--- config.mk ---
export PLATFORM = sky130hd
export DESIGN_NAME = nvsum_engine
export DESIGN_NICKNAME = d
export VERILOG_FILES = /design/src/rtl/nvsum_pkg.sv /design/src/rtl/nvsum_fold.sv /design/src/rtl/nvsum_fetch.sv /design/src/rtl/nvsum_engine.sv
export SDC_FILE = /design/constraint.sdc
export NUM_CORES = 1
export LEC_CHECK = 0
export ABC_CLOCK_PERIOD_IN_PS = 6200
export BUFFER_PORTS_ARGS = -buffer_cell sky130_fd_sc_hd__clkbuf_2
export CAP_MARGIN = 40
export CORE_ASPECT_RATIO = 1.2
export CORE_UTILIZATION = 45
export DETAILED_ROUTE_END_ITERATION = 10
export GPL_ROUTABILITY_DRIVEN = 1
export PLACE_DENSITY = 0.76
export SLEW_MARGIN = 20
export SYNTH_ARGS = -nofsm -noshare
export SYNTH_HDL_FRONTEND = slang
export SYNTH_SLANG_ARGS = --single-unit
--- constraint.sdc ---
create_clock -name clk -period 6.2 [get_ports clk]
set_clock_uncertainty 0.2 [all_clocks]
set_input_delay 0.31 -clock clk [delete_from_list [all_inputs] [get_ports clk]]
set_output_delay 0.31 -clock clk [all_outputs]
set_load 0.02 [all_outputs]
--- src/rtl/nvsum_pkg.sv ---
// Shared types and constants for the byte-region checksum engine.
package nvsum_pkg;

    // Sequencer states of the engine.
    typedef enum logic [2:0] {
        ST_IDLE,
        ST_STREAM,
        ST_TAIL,
        ST_WHI,
        ST_WLO
    } nvs_state_e;

    // Value the running checksum holds before the first fold.
    localparam logic [15:0] SUM_SEED = 16'hFFFF;

endpackage

--- src/rtl/nvsum_fold.sv ---
// nvsum_fold: one combinational step of the nibble-folded checksum.
// Assumes: a purely combinational use; the caller registers the result.
module nvsum_fold (
    input  logic [15:0] prev_i,
    input  logic [15:0] word_i,
    output logic [15:0] next_o
);
    logic [15:0] mix;
    logic [3:0]  lo_nib;
    logic [3:0]  hi_nib;

    // Fold the low byte of (prev ^ word) into the shifted previous value.
    always_comb begin
        mix    = prev_i ^ word_i;
        lo_nib = mix[3:0];
        hi_nib = mix[7:4] ^ lo_nib;
        next_o = {8'h00, prev_i[15:8]}
               ^ {9'b0, lo_nib, 3'b0}
               ^ {4'b0, lo_nib, 8'b0}
               ^ {12'b0, hi_nib}
               ^ {5'b0, hi_nib, 7'b0}
               ^ {hi_nib, 12'b0};
    end
endmodule

--- src/rtl/nvsum_fetch.sv ---
// nvsum_fetch: streams byte reads at consecutive addresses, one per cycle.
// It tags each returned byte as first and/or last.
// Assumes: memory returns read data exactly one cycle after the request.
// load_i is only pulsed while no earlier stream is still in flight.
module nvsum_fetch #(
    parameter int AW = 16,
    parameter int CW = 16
) (
    input  logic          clk,
    input  logic          rst_n,
    input  logic          load_i,
    input  logic [AW-1:0] base_i,
    input  logic [CW:0]   total_i,
    input  logic [7:0]    rdata_i,
    output logic          req_o,
    output logic [AW-1:0] addr_o,
    output logic          byte_vld_o,
    output logic          byte_first_o,
    output logic          byte_last_o,
    output logic [7:0]    byte_o
);
    logic [CW:0]   issued_q;
    logic [CW:0]   rcvd_q;
    logic [CW:0]   total_q;
    logic          active_q;
    logic          pend_q;
    logic [AW-1:0] addr_q;

    assign req_o        = active_q && (issued_q != total_q);
    assign addr_o       = addr_q;
    assign byte_vld_o   = pend_q;
    assign byte_first_o = (rcvd_q == '0);
    assign byte_last_o  = (rcvd_q == total_q - (CW+1)'(1));
    assign byte_o       = rdata_i;

    // Issue and receive bookkeeping for the current stream.
    always_ff @(posedge clk) begin
        if (!rst_n) begin
            issued_q <= '0;
            rcvd_q   <= '0;
            total_q  <= '0;
            active_q <= 1'b0;
            pend_q   <= 1'b0;
            addr_q   <= '0;
        end else if (load_i) begin
            issued_q <= '0;
            rcvd_q   <= '0;
            total_q  <= total_i;
            active_q <= (total_i != '0);
            pend_q   <= 1'b0;
            addr_q   <= base_i;
        end else begin
            pend_q <= req_o;
            if (req_o) begin
                addr_q   <= addr_q + AW'(1);
                issued_q <= issued_q + (CW+1)'(1);
            end
            if (pend_q) begin
                rcvd_q <= rcvd_q + (CW+1)'(1);
                if (byte_last_o) begin
                    active_q <= 1'b0;
                end
            end
        end
    end
endmodule

--- src/rtl/nvsum_engine.sv ---
// nvsum_engine: checksums a byte region over overlapping big-endian words.
// The odd trailing byte gets its own fold, and the result can be stored back.
// Assumes: single-port byte memory with one-cycle read latency; start_i is
// ignored while a job runs.
module nvsum_engine #(
    parameter int AW = 16,
    parameter int CW = 16
) (
    input  logic          clk,
    input  logic          rst_n,
    input  logic          start_i,
    input  logic [AW-1:0] base_i,
    input  logic [CW-1:0] count_i,
    input  logic          wb_en_i,
    input  logic [AW-1:0] wb_addr_i,
    output logic          mem_req_o,
    output logic          mem_we_o,
    output logic [AW-1:0] mem_addr_o,
    output logic [7:0]    mem_wdata_o,
    input  logic [7:0]    mem_rdata_i,
    output logic          busy_o,
    output logic          done_o,
    output logic [15:0]   sum_o
);
    import nvsum_pkg::*;

    nvs_state_e    state_q;
    logic [15:0]   sum_q;
    logic [7:0]    prev_q;
    logic          odd_q;
    logic          wb_q;
    logic [AW-1:0] wba_q;
    logic          done_q;

    logic          launch;
    logic [CW-1:0] even_cnt;
    logic [CW:0]   read_total;
    logic          f_req;
    logic [AW-1:0] f_addr;
    logic          f_vld;
    logic          f_first;
    logic          f_last;
    logic [7:0]    f_byte;
    logic [15:0]   fold_word;
    logic [15:0]   fold_next;

    assign launch     = start_i && (state_q == ST_IDLE);
    assign even_cnt   = {count_i[CW-1:1], 1'b0};
    assign read_total = (count_i == '0) ? '0 : ({1'b0, even_cnt} + (CW+1)'(1));

    nvsum_fetch #(.AW(AW), .CW(CW)) u_fetch (
        .clk          (clk),
        .rst_n        (rst_n),
        .load_i       (launch),
        .base_i       (base_i),
        .total_i      (read_total),
        .rdata_i      (mem_rdata_i),
        .req_o        (f_req),
        .addr_o       (f_addr),
        .byte_vld_o   (f_vld),
        .byte_first_o (f_first),
        .byte_last_o  (f_last),
        .byte_o       (f_byte)
    );

    // Pick the word to fold: cached byte with new byte, or with a zero tail.
    assign fold_word = (state_q == ST_TAIL) ? {prev_q, 8'h00} : {prev_q, f_byte};

    nvsum_fold u_fold (
        .prev_i (sum_q),
        .word_i (fold_word),
        .next_o (fold_next)
    );

    // Job sequencing, checksum accumulation and done generation.
    always_ff @(posedge clk) begin
        if (!rst_n) begin
            state_q <= ST_IDLE;
            sum_q   <= SUM_SEED;
            prev_q  <= '0;
            odd_q   <= 1'b0;
            wb_q    <= 1'b0;
            wba_q   <= '0;
            done_q  <= 1'b0;
        end else begin
            done_q <= 1'b0;
            unique case (state_q)
                ST_IDLE: begin
                    if (launch) begin
                        sum_q <= SUM_SEED;
                        odd_q <= count_i[0];
                        wb_q  <= wb_en_i;
                        wba_q <= wb_addr_i;
                        if (count_i != '0) begin
                            state_q <= ST_STREAM;
                        end else if (wb_en_i) begin
                            state_q <= ST_WHI;
                        end else begin
                            done_q <= 1'b1;
                        end
                    end
                end
                ST_STREAM: begin
                    if (f_vld) begin
                        prev_q <= f_byte;
                        if (!f_first) begin
                            sum_q <= fold_next;
                        end
                        if (f_last) begin
                            state_q <= ST_TAIL;
                        end
                    end
                end
                ST_TAIL: begin
                    if (odd_q) begin
                        sum_q <= fold_next;
                    end
                    if (wb_q) begin
                        state_q <= ST_WHI;
                    end else begin
                        state_q <= ST_IDLE;
                        done_q  <= 1'b1;
                    end
                end
                ST_WHI: begin
                    state_q <= ST_WLO;
                end
                ST_WLO: begin
                    state_q <= ST_IDLE;
                    done_q  <= 1'b1;
                end
                default: begin
                    state_q <= ST_IDLE;
                end
            endcase
        end
    end

    // Memory port: reads from the fetcher, or the two result writes.
    always_comb begin
        mem_we_o    = (state_q == ST_WHI) || (state_q == ST_WLO);
        mem_req_o   = f_req || mem_we_o;
        mem_addr_o  = f_addr;
        mem_wdata_o = sum_q[7:0];
        if (state_q == ST_WHI) begin
            mem_addr_o  = wba_q;
            mem_wdata_o = sum_q[15:8];
        end else if (state_q == ST_WLO) begin
            mem_addr_o  = wba_q + AW'(1);
        end
    end

    assign busy_o = (state_q != ST_IDLE);
    assign done_o = done_q;
    assign sum_o  = sum_q;
endmodule

==> summary.md, run 1 <==
| Metric | Value |
|---|---|
| Status | finished clean |
| Commonest cells in the netlist | nand2_1 (116), dfxtp_1 (106), nor2_1 (64) |
| Post-layout minimum cycle time | around 3.4 ns |
| Slew margin rel. | a little under half |
| Vias in the first global route | roughly 5,500 |
| Fmax | roughly 300 MHz |
| Synth area leaders | dfxtp_1 (34%), xor2_1 (7.4%), nand2_1 (6.9%), o21ai_0 (4.9%), a21oi_1 (4.1%) |
| Critical path cell sequence | xor2_1 -> nor4_1 -> nand4_1 -> o21ai_2 -> nand2_1 -> clkbuf_2 |
| Post-synth top area share | between 30 and 40% |
| DRT antenna net count | 0 |
| H-Tree Depth | 3 |
| Via density | ~5.7 |
| Reg-to-reg critical path startpoint | u_fetch.total_q[2]$_SDFFE_PN0P_ |
| Mapped Area | around 6300 µm² |
| Layout cell share with drive strength beyond 1 | 16.2% |
| Routed WL per cell | 15.1 µm |
| # hold bufs at CTS | 24 |
| Worst path top cell family by delay | simple AND/OR/NAND/NOR gates |
| Biggest area consumer among synthesized cells | dfxtp_1 |
| First-pass GRT wire length | approximately 26 mm |
| Post-DP HPWL | ~11 mm |
| Max Cap Viol | 0 |
| Hold depth | 2 |
| Starting Density | between 40 and 50% |
| Total CTS buffers | 9 |
| Fill count | 1,254 |
| VDD IR max | between 0.1 and 0.15 mV |
| Chip Height | 131 µm |
| Total track usage | between 20% and 30% |
| Syn avg cell area | approximately 7.9 µm² |
| Distinct cells, synth | 70 |
| R2r setup slk | approximately 3.3 ns |
| Port Buffer Count | about 100 |
| Sequential fraction of the synthesis area | between 30% and 40% |
| CTS tree | built |
| Min-delay src | count_i[5] |
| CP arrival | around 2.9 ns |
| Core ar. | approximately 13,000 µm² |
| Leak pwr | between 3 and 4 nW |
| Final setup violation count | 0 |
| Critical path endpoint category | output port |
| Combinational Power Share | a little under a quarter |
| Critical setup path kind | reg -> out |
| Vias | between 5,000 and 6,000 |
| Pint | about 0.0012 W |
| Worst path buffer plus inverter count | 1 |
| Sequential cell fraction of total power | 45.1% |
| Detailed Route Iter0 Violations | about 330 |
| Boundary Pins | around 100 |
| Async SR Flop Fraction | 0% |
| Worst endpoint required time | 5.69 ns |
| Max incr delay on CP | just under 0.8 ns |
| Core Util, Final | 54.9% |
| RSZ-0062 raised after global routing | no |
| Initial DRT Pass Iterations | 5 |
| Number of clock sinks | approximately 110 |
| Reg clk slew, reported paths | ~0.060 ns |
| HP Class | in -> reg |
| Largest net degree at the start of global routing | 56 |
| Power consumption | 0.00174 W |
| Net Sw Power | approximately 0.00055 W |
| DIE WIDTH | ~110 µm |
| Worst-skew pair later-pin latency | around 0.36 ns |
| Clock share of power | between 30% and 40% |
| Ant diodes | 0 |
| Worst-Margin Slew | around 0.8 ns |
| Min-Delay Endpoint | u_fetch.total_q[5]$_SDFFE_PN0P_ |
| Layout area overhead | 17.1% |
| Period utilization | 54.2% |
| CP max stage cell | o21ai_2 |
| Yosys warnings | 0 |
| Setup crit start kind | register |
| Worst R2R End | u_fetch.addr_o[5]$_SDFFE_PN0P_ |
| GR Util met2 | 36.8% |
| Root Buffer Master | clkbuf_16 |
| Hold Vio Cnt, Final | 0 |
| Reg2Reg Depth | 6 |
| Switch share | between 30% and 40% |
| Post-CTS Resized | 0 |
| Longest Clk Path Bufs | 2 |
| Top Usage Layer GRT | met2 |
| Met3 GRT Util | between 3 and 4% |
| Yosys reg bits | 106 |
| Power Dens Cells | 236 nW/µm² |
| Post-CTS setup buffers | 0 |
| Setup TNS | 0 ns |
| Count leader, synth | nand2_1 |
| Final nets | between 900 and 1,000 |
| Final count of pins violating max slew | 0 |
| GRT overflow | 0 |
| Post-synth top flop | dfxtp_1 |
| FP Rows | 46 |
| Die area | 14,400 µm² |
| Syn nets | ~860 |
| DR DRC count | 0 |
| Mapped Cells | between 700 and 800 |
| M1 GR Usage | 31.0% |
| Initial antenna violation count | 0 |
| Critical path peak fanout | 18 |
| Gp weighted congestion | around 0.85 |
| Post-synth EDFFs | 0 |
| Routed wire length | 16.0 mm |
-- worst max-delay path by stage --
stage	start	endpoint	depth (start not counted)
floorplan	wba_q[0]$_SDFFE_PN0P_	mem_addr_o[10]	6
global placement	rst_n	u_fetch.active_q$_SDFFE_PN0P_	5
detailed placement	rst_n	u_fetch.active_q$_SDFFE_PN0P_	5
CTS	u_fetch.total_q[2]$_SDFFE_PN0P_	mem_req_o	6
global route	u_fetch.total_q[2]$_SDFFE_PN0P_	mem_req_o	6
finish	u_fetch.total_q[2]$_SDFFE_PN0P_	mem_req_o	6
-- registers in the layout, indices dropped and copies added (netlist names) --
signal	flops
u_fetch.issued_q	17
u_fetch.rcvd_q	17
sum_o	16
u_fetch.addr_o	16
u_fetch.total_q	16
wba_q	16
state_q	3
done_o	1
odd_q	1
u_fetch.active_q	1
u_fetch.byte_vld_o	1
wb_q	1
-- cell families after synthesis --
kind of cell / Yosys count / share of synthesized area, %
AND/OR/NAND/NOR: 335 / 26.9
flip-flops: 106 / 33.8
buffers and inverters: 75 / 4.92
XOR/XNOR: 83 / 13.7
adder cells (fa/ha/maj): 6 / 1.19
multiplexers: 5 / 0.797
AO/OA/AOI/OAI: 187 / 18.6
-- cells in the final DEF (no fill, tap or decap), types with 6 or more instances in the layout --
cell	n
a221o_1	9
nand4_1	18
a22o_1	11
or3_1	16
dlygate4sd3_1	24
o21ai_0	61
nand3_1	15
clkbuf_16	9
nor3b_1	8
nor2_1	63
or4_1	7
clkbuf_2	103
dfxtp_1	106
ha_1	6
o211ai_1	10
a31oi_1	11
xnor2_1	20
nand2_1	116
xor2_1	53
nor3_1	24
a21oi_1	51
nor4_1	14
inv_1	19
and3_1	16
-- power by group through the flow --
stage | clock [W] | combinational [W] | sequential (W)
after global placement | 0 | 0.000391 | 0.000798
final | 0.000538 | 0.000417 | 0.000784
after detailed placement | 0 | 0.000401 | 0.000798
after global routing | 0.000576 | 0.000460 | 0.000791
after CTS | 0.000544 | 0.000415 | 0.000783
after floorplan | 0 | 0.000314 | 0.000777
-- per-stage QoR --
| step | instance area [µm²] | std cells | worst slack (ns) | hold WS, ns |
|---|---|---|---|---|
| final | 7360 | 1059 | 2.84 | 0.00663 |
| after global routing | 7360 | 1059 | 2.56 | 0.0130 |
| after CTS | 7330 | 1056 | 2.80 | 0.00121 |
| after detailed placement | 6820 | 1017 | 3.11 | 0.261 |
| after global placement | 6790 | 1015 | 3.16 | 0.255 |
| after floorplan | 6280 | 797 | 3.63 | 0.219 |
-- final cells by class --
class	count	area, µm²	share of cell area [%]
Clock buffer	10	239	3.25
Clock inverter	5	31.3	0.425
Inverter	20	75.1	1.02
Multi-Input combinational cell	616	3860	52.4
Sequential cell	106	2120	28.8
Tap cell	168	210	2.86
Timing Repair Buffer	134	823	11.2
-- per-layer routing --
metal	up-vias	part of all wire, %	wire [µm]
met5	-	0	0
met1	2781	45	7140
met2	181	48	7600
met3	22	5.4	864
met4	0	2.2	347
li1	3011	-	-
(Power assumes the default switching activity.)
==> run 2, diff against run 1 <==
--- a/config.mk
+++ b/config.mk
@@ -5,7 +5,8 @@
 export SDC_FILE = /design/constraint.sdc
 export NUM_CORES = 1
 export LEC_CHECK = 0
-export ABC_CLOCK_PERIOD_IN_PS = 6200
+export ABC_AREA = 1
+export ABC_CLOCK_PERIOD_IN_PS = 3200
 export BUFFER_PORTS_ARGS = -buffer_cell sky130_fd_sc_hd__clkbuf_2
 export CAP_MARGIN = 40
 export CORE_ASPECT_RATIO = 1.2
==> constraint.sdc (replaced) <==
create_clock -name clk -period 3.2 [get_ports clk]
set_clock_uncertainty 0.2 [all_clocks]
set_input_delay 0.16 -clock clk [delete_from_list [all_inputs] [get_ports clk]]
set_output_delay 0.16 -clock clk [all_outputs]
set_load 0.02 [all_outputs]
==> summary.md, run 2 <==
| Metric | Value |
|---|---|
| Status | finished clean |
| Boundary Pins | around 100 |
| Most frequent cells in the layout | nand2_1 (277), inv_1 (132), dfxtp_1 (106) |
| FP Rows | 48 |
| Critical setup path kind | reg -> out |
| Period utilization | 85.0% |
| H-Tree Depth | 3 |
| Synth area leaders | dfxtp_1 (31%), nand2_1 (15%), inv_1 (7.3%), nor2_1 (5.7%), xor2_1 (4.5%) |
| Biggest area consumer among synthesized cells | dfxtp_1 |
| Worst endpoint required time | ~2.8 ns |
| Count leader, synth | nand2_1 |
| Die area | between 15,000 and 20,000 µm² |
| Top Usage Layer GRT | met2 |
| Async SR Flop Fraction | 0% |
| Syn avg cell area | approximately 6.5 µm² |
| Worst-Margin Slew | 0.799 ns |
| Slew margin rel. | between 40% and 50% |
| Post-synth EDFFs | 0 |
| Reg2Reg Depth | 11 |
| Critical path peak fanout | 13 |
| Core ar. | approximately 15,000 µm² |
| Setup crit start kind | register |
| Total CTS buffers | 9 |
| Met3 GRT Util | 3.08% |
| Power Dens Cells | approximately 520 nW/µm² |
| Final nets | approximately 1,200 |
| Biggest regs | u_fetch.issued_q (17), u_fetch.rcvd_q (17) |
| CP arrival | around 2.4 ns |
| Final setup violation count | 0 |
| HP Class | in -> reg |
| Sequential fraction of the synthesis area | a little under a third |
| Initial antenna violation count | 0 |
| Longest Clk Path Bufs | 2 |
| Worst path top cell family by delay | buffers and inverters |
| Mapped Area | between 6000 and 7000 µm² |
| Fill count | 1,449 |
| Vias in the first global route | approximately 6,400 |
| Register Area | ~2100 µm² |
| Non-filler cells, final | roughly 1,400 |
| Largest family of logic cells by synthesized area | simple AND/OR/NAND/NOR gates |
| Max incr delay on CP | around 0.43 ns |
| Worst-skew pair later-pin latency | 0.36 ns |
| Routed wire length | 18.8 mm |
| GRT overflow | 0 |
| RSZ-0062 raised after global routing | no |
| Stages on the worst setup path | 9 |
| Post-synth top flop | dfxtp_1 |
| VDD IR max | around 0.36 mV |
| Hold depth | 4 |
| Worst path buffer plus inverter count | 5 |
| Post-synth top area share | a little under a third |
| Via density | between 5 and 6 |
| Critical path cell sequence | inv_2 -> nor2_1 -> buf_4 -> inv_1 -> nand2_1 -> inv_1 -> nand2_1 -> o221ai_1 -> clkbuf_2 |
| Final count of pins violating max slew | 0 |
| First-pass GRT wire length | slightly above 30 mm |
| M1 GR Usage | between 30% and 40% |
| Ant diodes | 0 |
| Yosys warnings | 0 |
| Reg clk slew, reported paths | 0.07 ns |
| Synth Area in Adders | ~1.1% |
| Hold Vio Cnt, Final | 0 |
| DR DRC count | 0 |
| Worst hold slack | 0.0233 ns |
| Post-DP HPWL | 13.5 mm |
| CTS tree | built |
| Largest net degree at the start of global routing | 33 |
| Simple-gate area share of the yosys netlist | 32.7% |
| Placed Cells | 1,312 |
| Area of the multi-input gates | about 3900 µm² |
| Core Util, Final | 56.4% |
| Post-synthesis mux area share | less than 1% |
| Detailed Route Iter0 Violations | between 300 and 400 |
| Fmax | 368 MHz |
| Root Buffer Master | clkbuf_16 |
| Total track usage | between 20% and 30% |
| Synth Area in Compound Gates | roughly 15% |
| Leak pwr | around 3.6 nW |
| DIE WIDTH | between 100 and 150 µm |
| Syn nets | about 1,100 |
| CP max stage cell | dfxtp_1 |
| Layout area overhead | 21.5% |
| Max Cap Viol | 0 |
| Port Buffer Count | about 100 |
| Gp weighted congestion | between 0.9 and 1 |
| GR Util met2 | between 40% and 50% |
| Mapped Cells | 1,030 |
| Non-Filler Cell Area, Final | 8190 µm² |
| Starting Density | 46.4% |
| Critical path endpoint category | output port |
| Setup TNS | 0 ns |
| Yosys reg bits | 106 |
| Synthesized-area fraction occupied by xor and xnor cells | around 8.8% |
| Vias | between 7,000 and 8,000 |
| Initial DRT Pass Iterations | 5 |
| Chip Height | 136 µm |
| Post-layout minimum cycle time | around 2.7 ns |
| Distinct cells, synth | 49 |
| Routed WL per cell | 13.7 µm |
| Layout cell share with drive strength beyond 1 | roughly 15% |
| Commonest non-fill, non-tap cell in the layout | nand2_1 |
| Post-CTS Resized | 0 |
| Number of clock sinks | roughly 110 |
| DRT antenna net count | 0 |
| Commonest cells in the netlist | nand2_1 (278), inv_1 (132), dfxtp_1 (106) |
| DP Area | between 7000 and 8000 µm² |
run 2: worst paths after layout:
kind	startpoint	endpoint	slack, ns
worst max-delay path	state_q[2]$_SDFFE_PN0P_	mem_addr_o[3]	0.48
worst min-delay path	base_i[13]	u_fetch.addr_o[13]$_SDFFE_PN0P_	0.02
worst max register to register	u_fetch.rcvd_q[0]$_SDFFE_PP0P_	sum_o[5]$_SDFFE_PN1P_	0.80
worst min register to register	u_fetch.issued_q[9]$_SDFFE_PP0P_	u_fetch.issued_q[9]$_SDFFE_PP0P_	0.29
run 2: cell type report:
cell class	count	area share, %
Clock buffer	10	2.92
Clock inverter	6	0.870
Inverter	143	6.55
Multi-Input combinational cell	752	47.9
Sequential cell	106	25.9
Tap cell	200	3.05
Timing Repair Buffer	158	12.8
run 2: worst register-to-register path, delay by kind of cell (launching register included):
kind,cells,cell delay (ns)
compound gates,3,0.61
fa+ha+maj,1,0.16
buf+inv,3,0.46
flops,1,0.35
simple gates,4,0.49
run 2: per-layer routing:
metal  up-vias  share of wire (%)  wire (µm)
li1       3602                  -          -
met1      3182                 43       8050
met2       282                 47       8920
met3        40                6.9       1290
met4         0                2.8        525
met5         -                  0          0
run 2: cell families (layout without fill, tap and decap cells):
group                    Yosys count  in the layout
AO/OA/AOI/OAI                    184            184
adder cells (fa/ha/maj)            6              6
AND/OR/NAND/NOR                  506            506
flip-flops                       106            106
buffers and inverters            172            317
XOR/XNOR                          55             55
multiplexers                       1              1
run 2: stage by stage:
| step | worst slack (ns) | total power (W) |
|---|---|---|
| after floorplan | 1.19 | 0.00270 |
| after global placement | 0.808 | 0.00306 |
| after detailed placement | 0.801 | 0.00308 |
| after CTS | 0.548 | 0.00429 |
| after global routing | 0.357 | 0.00455 |
| final | 0.480 | 0.00428 |
run 2: repair_timing:
action | in CTS | in global routing
endpoints found under the hold margin | 49 | 0
buffers inserted | 0 | 0
hold buffers | 47 | 0
run 2: power by group:
part | leakage (nW) | internal (W) | switching, W
clock | 0.151 | 0.000637 | 0.000531
sequential | 0.867 | 0.00145 | 0.000171
combinational | 2.53 | 0.000540 | 0.000947
total | 3.55 | 0.00263 | 0.00165
==> run 3, diff against run 2 <==
--- a/config.mk
+++ b/config.mk
@@ -6,14 +6,14 @@
 export NUM_CORES = 1
 export LEC_CHECK = 0
 export ABC_AREA = 1
-export ABC_CLOCK_PERIOD_IN_PS = 3200
+export ABC_CLOCK_PERIOD_IN_PS = 2500
 export BUFFER_PORTS_ARGS = -buffer_cell sky130_fd_sc_hd__clkbuf_2
 export CAP_MARGIN = 40
 export CORE_ASPECT_RATIO = 1.2
 export CORE_UTILIZATION = 45
 export DETAILED_ROUTE_END_ITERATION = 10
 export GPL_ROUTABILITY_DRIVEN = 1
-export PLACE_DENSITY = 0.76
+export PLACE_DENSITY = 0.78
 export SLEW_MARGIN = 20
 export SYNTH_ARGS = -nofsm -noshare
 export SYNTH_HDL_FRONTEND = slang
==> constraint.sdc (replaced) <==
create_clock -name clk -period 2.5 [get_ports clk]
set_clock_uncertainty 0.2 [all_clocks]
set_input_delay 0.125 -clock clk [delete_from_list [all_inputs] [get_ports clk]]
set_output_delay 0.125 -clock clk [all_outputs]
set_load 0.02 [all_outputs]
==> summary.md, run 3 (synthesized netlist as in run 2, its figures left out) <==
| Metric | Value |
|---|---|
| First-pass GRT wire length | 31.6 mm |
| Layout cell share with drive strength beyond 1 | between 15 and 20% |
| Reg clk slew, reported paths | ~0.07 ns |
| GRT overflow | 0 |
| Largest net degree at the start of global routing | between 40 and 50 |
| Total CTS buffers | 9 |
| Worst-skew pair later-pin latency | ~0.36 ns |
| Core Util, Final | approximately three fifths |
| Critical path endpoint category | output port |
| Slew margin rel. | between 60 and 70% |
| Final count of pins violating max slew | 0 |
| Final setup violation count | 0 |
| Worst setup margin | about 0.066 ns |
| Non-Filler Cell Area, Final | 8460 µm² |
| Post-DP HPWL | ~14 mm |
| DIE WIDTH | 114 µm |
| Routed WL per cell | 14.1 µm |
| Total track usage | about a quarter |
| Power consumption | 0.00564 W |
| Max Cap Viol | 0 |
| FP Rows | between 40 and 50 |
| RSZ-0062 raised after global routing | yes |
| Longest Clk Path Bufs | 2 |
| Critical path peak fanout | 3 |
| Hold Vio Cnt, Final | 0 |
| Worst-Margin Slew | around 0.55 ns |
| Vias | between 7,000 and 8,000 |
| CP arrival | 2.11 ns |
| Layout area overhead | 25.4% |
| Sequential cell fraction of total power | approximately 37% |
| Chip Height | ~140 µm |
| Root Buffer Master | clkbuf_16 |
| Biggest regs | u_fetch.issued_q (17), u_fetch.rcvd_q (17) |
| Ant diodes | 0 |
| Critical setup path kind | reg -> out |
| Post-layout minimum cycle time | 2.43 ns |
| Boundary Pins | roughly 100 |
| Combinational Power Share | 34.9% |
| Fmax | about 410 MHz |
| Switch share | roughly 38% |
| Routed wire length | 19.6 mm |
| VDD IR max | approximately 0.48 mV |
| Period utilization | 97.3% |
| Setup crit start kind | register |
| Worst endpoint required time | about 2.2 ns |
| Most frequent cells in the layout | nand2_1 (276), inv_1 (129), clkbuf_2 (100) |
| Initial antenna violation count | 0 |
| H-Tree Depth | 3 |
| Detailed Route Iter0 Violations | around 390 |
| Number of clock sinks | roughly 110 |
| DR DRC count | 0 |
| Initial DRT Pass Iterations | 5 |
| Pint | about 0.0035 W |
| DRT antenna net count | 0 |
| Port Buffer Count | just over 100 |
| Pre-CTS setup slack | 0.285 ns |
| Starting Density | between 40% and 50% |
| Final nets | 1,248 |
| Commonest non-fill, non-tap cell in the layout | nand2_1 |
| Via density | approximately 5.2 |
| Leak pwr | approximately 3.7 nW |
| Clock share of power | approximately 28% |
| Power Dens Cells | 666 nW/µm² |
| HP Class | in -> reg |
| Net Sw Power | about 0.0021 W |
| Core ar. | 14,500 µm² |
| Die area | roughly 15,000 µm² |
| Gp weighted congestion | a little under 1 |
| DP Area | roughly 7500 µm² |
| Setup TNS | 0 ns |
| Status | finished clean |
| Vias in the first global route | between 6,000 and 7,000 |
| CTS tree | built |
==> run 3: metal layers <==
layer / GRT usage (%) / vias up / share of wire [%]
li1: - / 3622 / -
met1: 31.6 / 3289 / 42
met2: 43.5 / 269 / 48
met3: 5.04 / 53 / 7.6
met4: 10.8 / 0 / 3.1
met5: 0 / - / 0
==> run 3: final cells by class <==
cell class / count / area [µm²]
clock buffer: 12 / 246
clock inverter: 4 / 73.8
fill: 1332 / 6070
inverter: 143 / 543
multi-input combinational: 752 / 4040
sequential: 106 / 2150
tap: 200 / 250
timing repair buffer: 170 / 1160
==> run 3: power by group through the flow <==
stage	registers (W)	logic, W	clock network, W
after floorplan	0.00212	0.00134	0
after global placement	0.00210	0.00183	0
after detailed placement	0.00211	0.00185	0
after CTS	0.00207	0.00192	0.00159
after global routing	0.00211	0.00219	0.00166
final	0.00209	0.00197	0.00158
==> run 3: worst max-delay path, stage by stage, from the launching register on <==
cell      delay (ns)
dfxtp_4         0.38
ha_4            0.16
nand3_4         0.09
nor2_4          0.15
nand3_4         0.10
nor3_4          0.21
nand3_2         0.11
xor2_1          0.18
nand2_1         0.08
o211ai_1        0.11
buf_4           0.18
==> run 3: final timing paths <==
| check | cells after the start | slack (ns) | start | end |
|---|---|---|---|---|
| max | 10 | 0.07 | wba_q[1]$_SDFFE_PN0P_ | mem_addr_o[12] |
| min | 4 | 0.005 | base_i[13] | u_fetch.addr_o[13]$_SDFFE_PN0P_ |
| max reg2reg | 11 | 0.22 | u_fetch.rcvd_q[0]$_SDFFE_PP0P_ | sum_o[5]$_SDFFE_PN1P_ |
| min reg2reg | 2 | 0.29 | u_fetch.issued_q[9]$_SDFFE_PP0P_ | u_fetch.issued_q[9]$_SDFFE_PP0P_ |
==> run 3: stage by stage <==
step                hold WS, ns  std cells
detailed placement        0.131       1319
global placement          0.123       1319
CTS                     0.00404       1386
global route             0.0451       1387
floorplan                0.0377       1030
finish                  0.00479       1387
==> run 3: timing repair <==
item,CTS,global route
pin swaps,4,15
hold buffers,49,0
endpoints found under the hold margin,50,0
gates resized for setup,9,38
buffers inserted,2,1
endpoints found under the setup margin,3,12
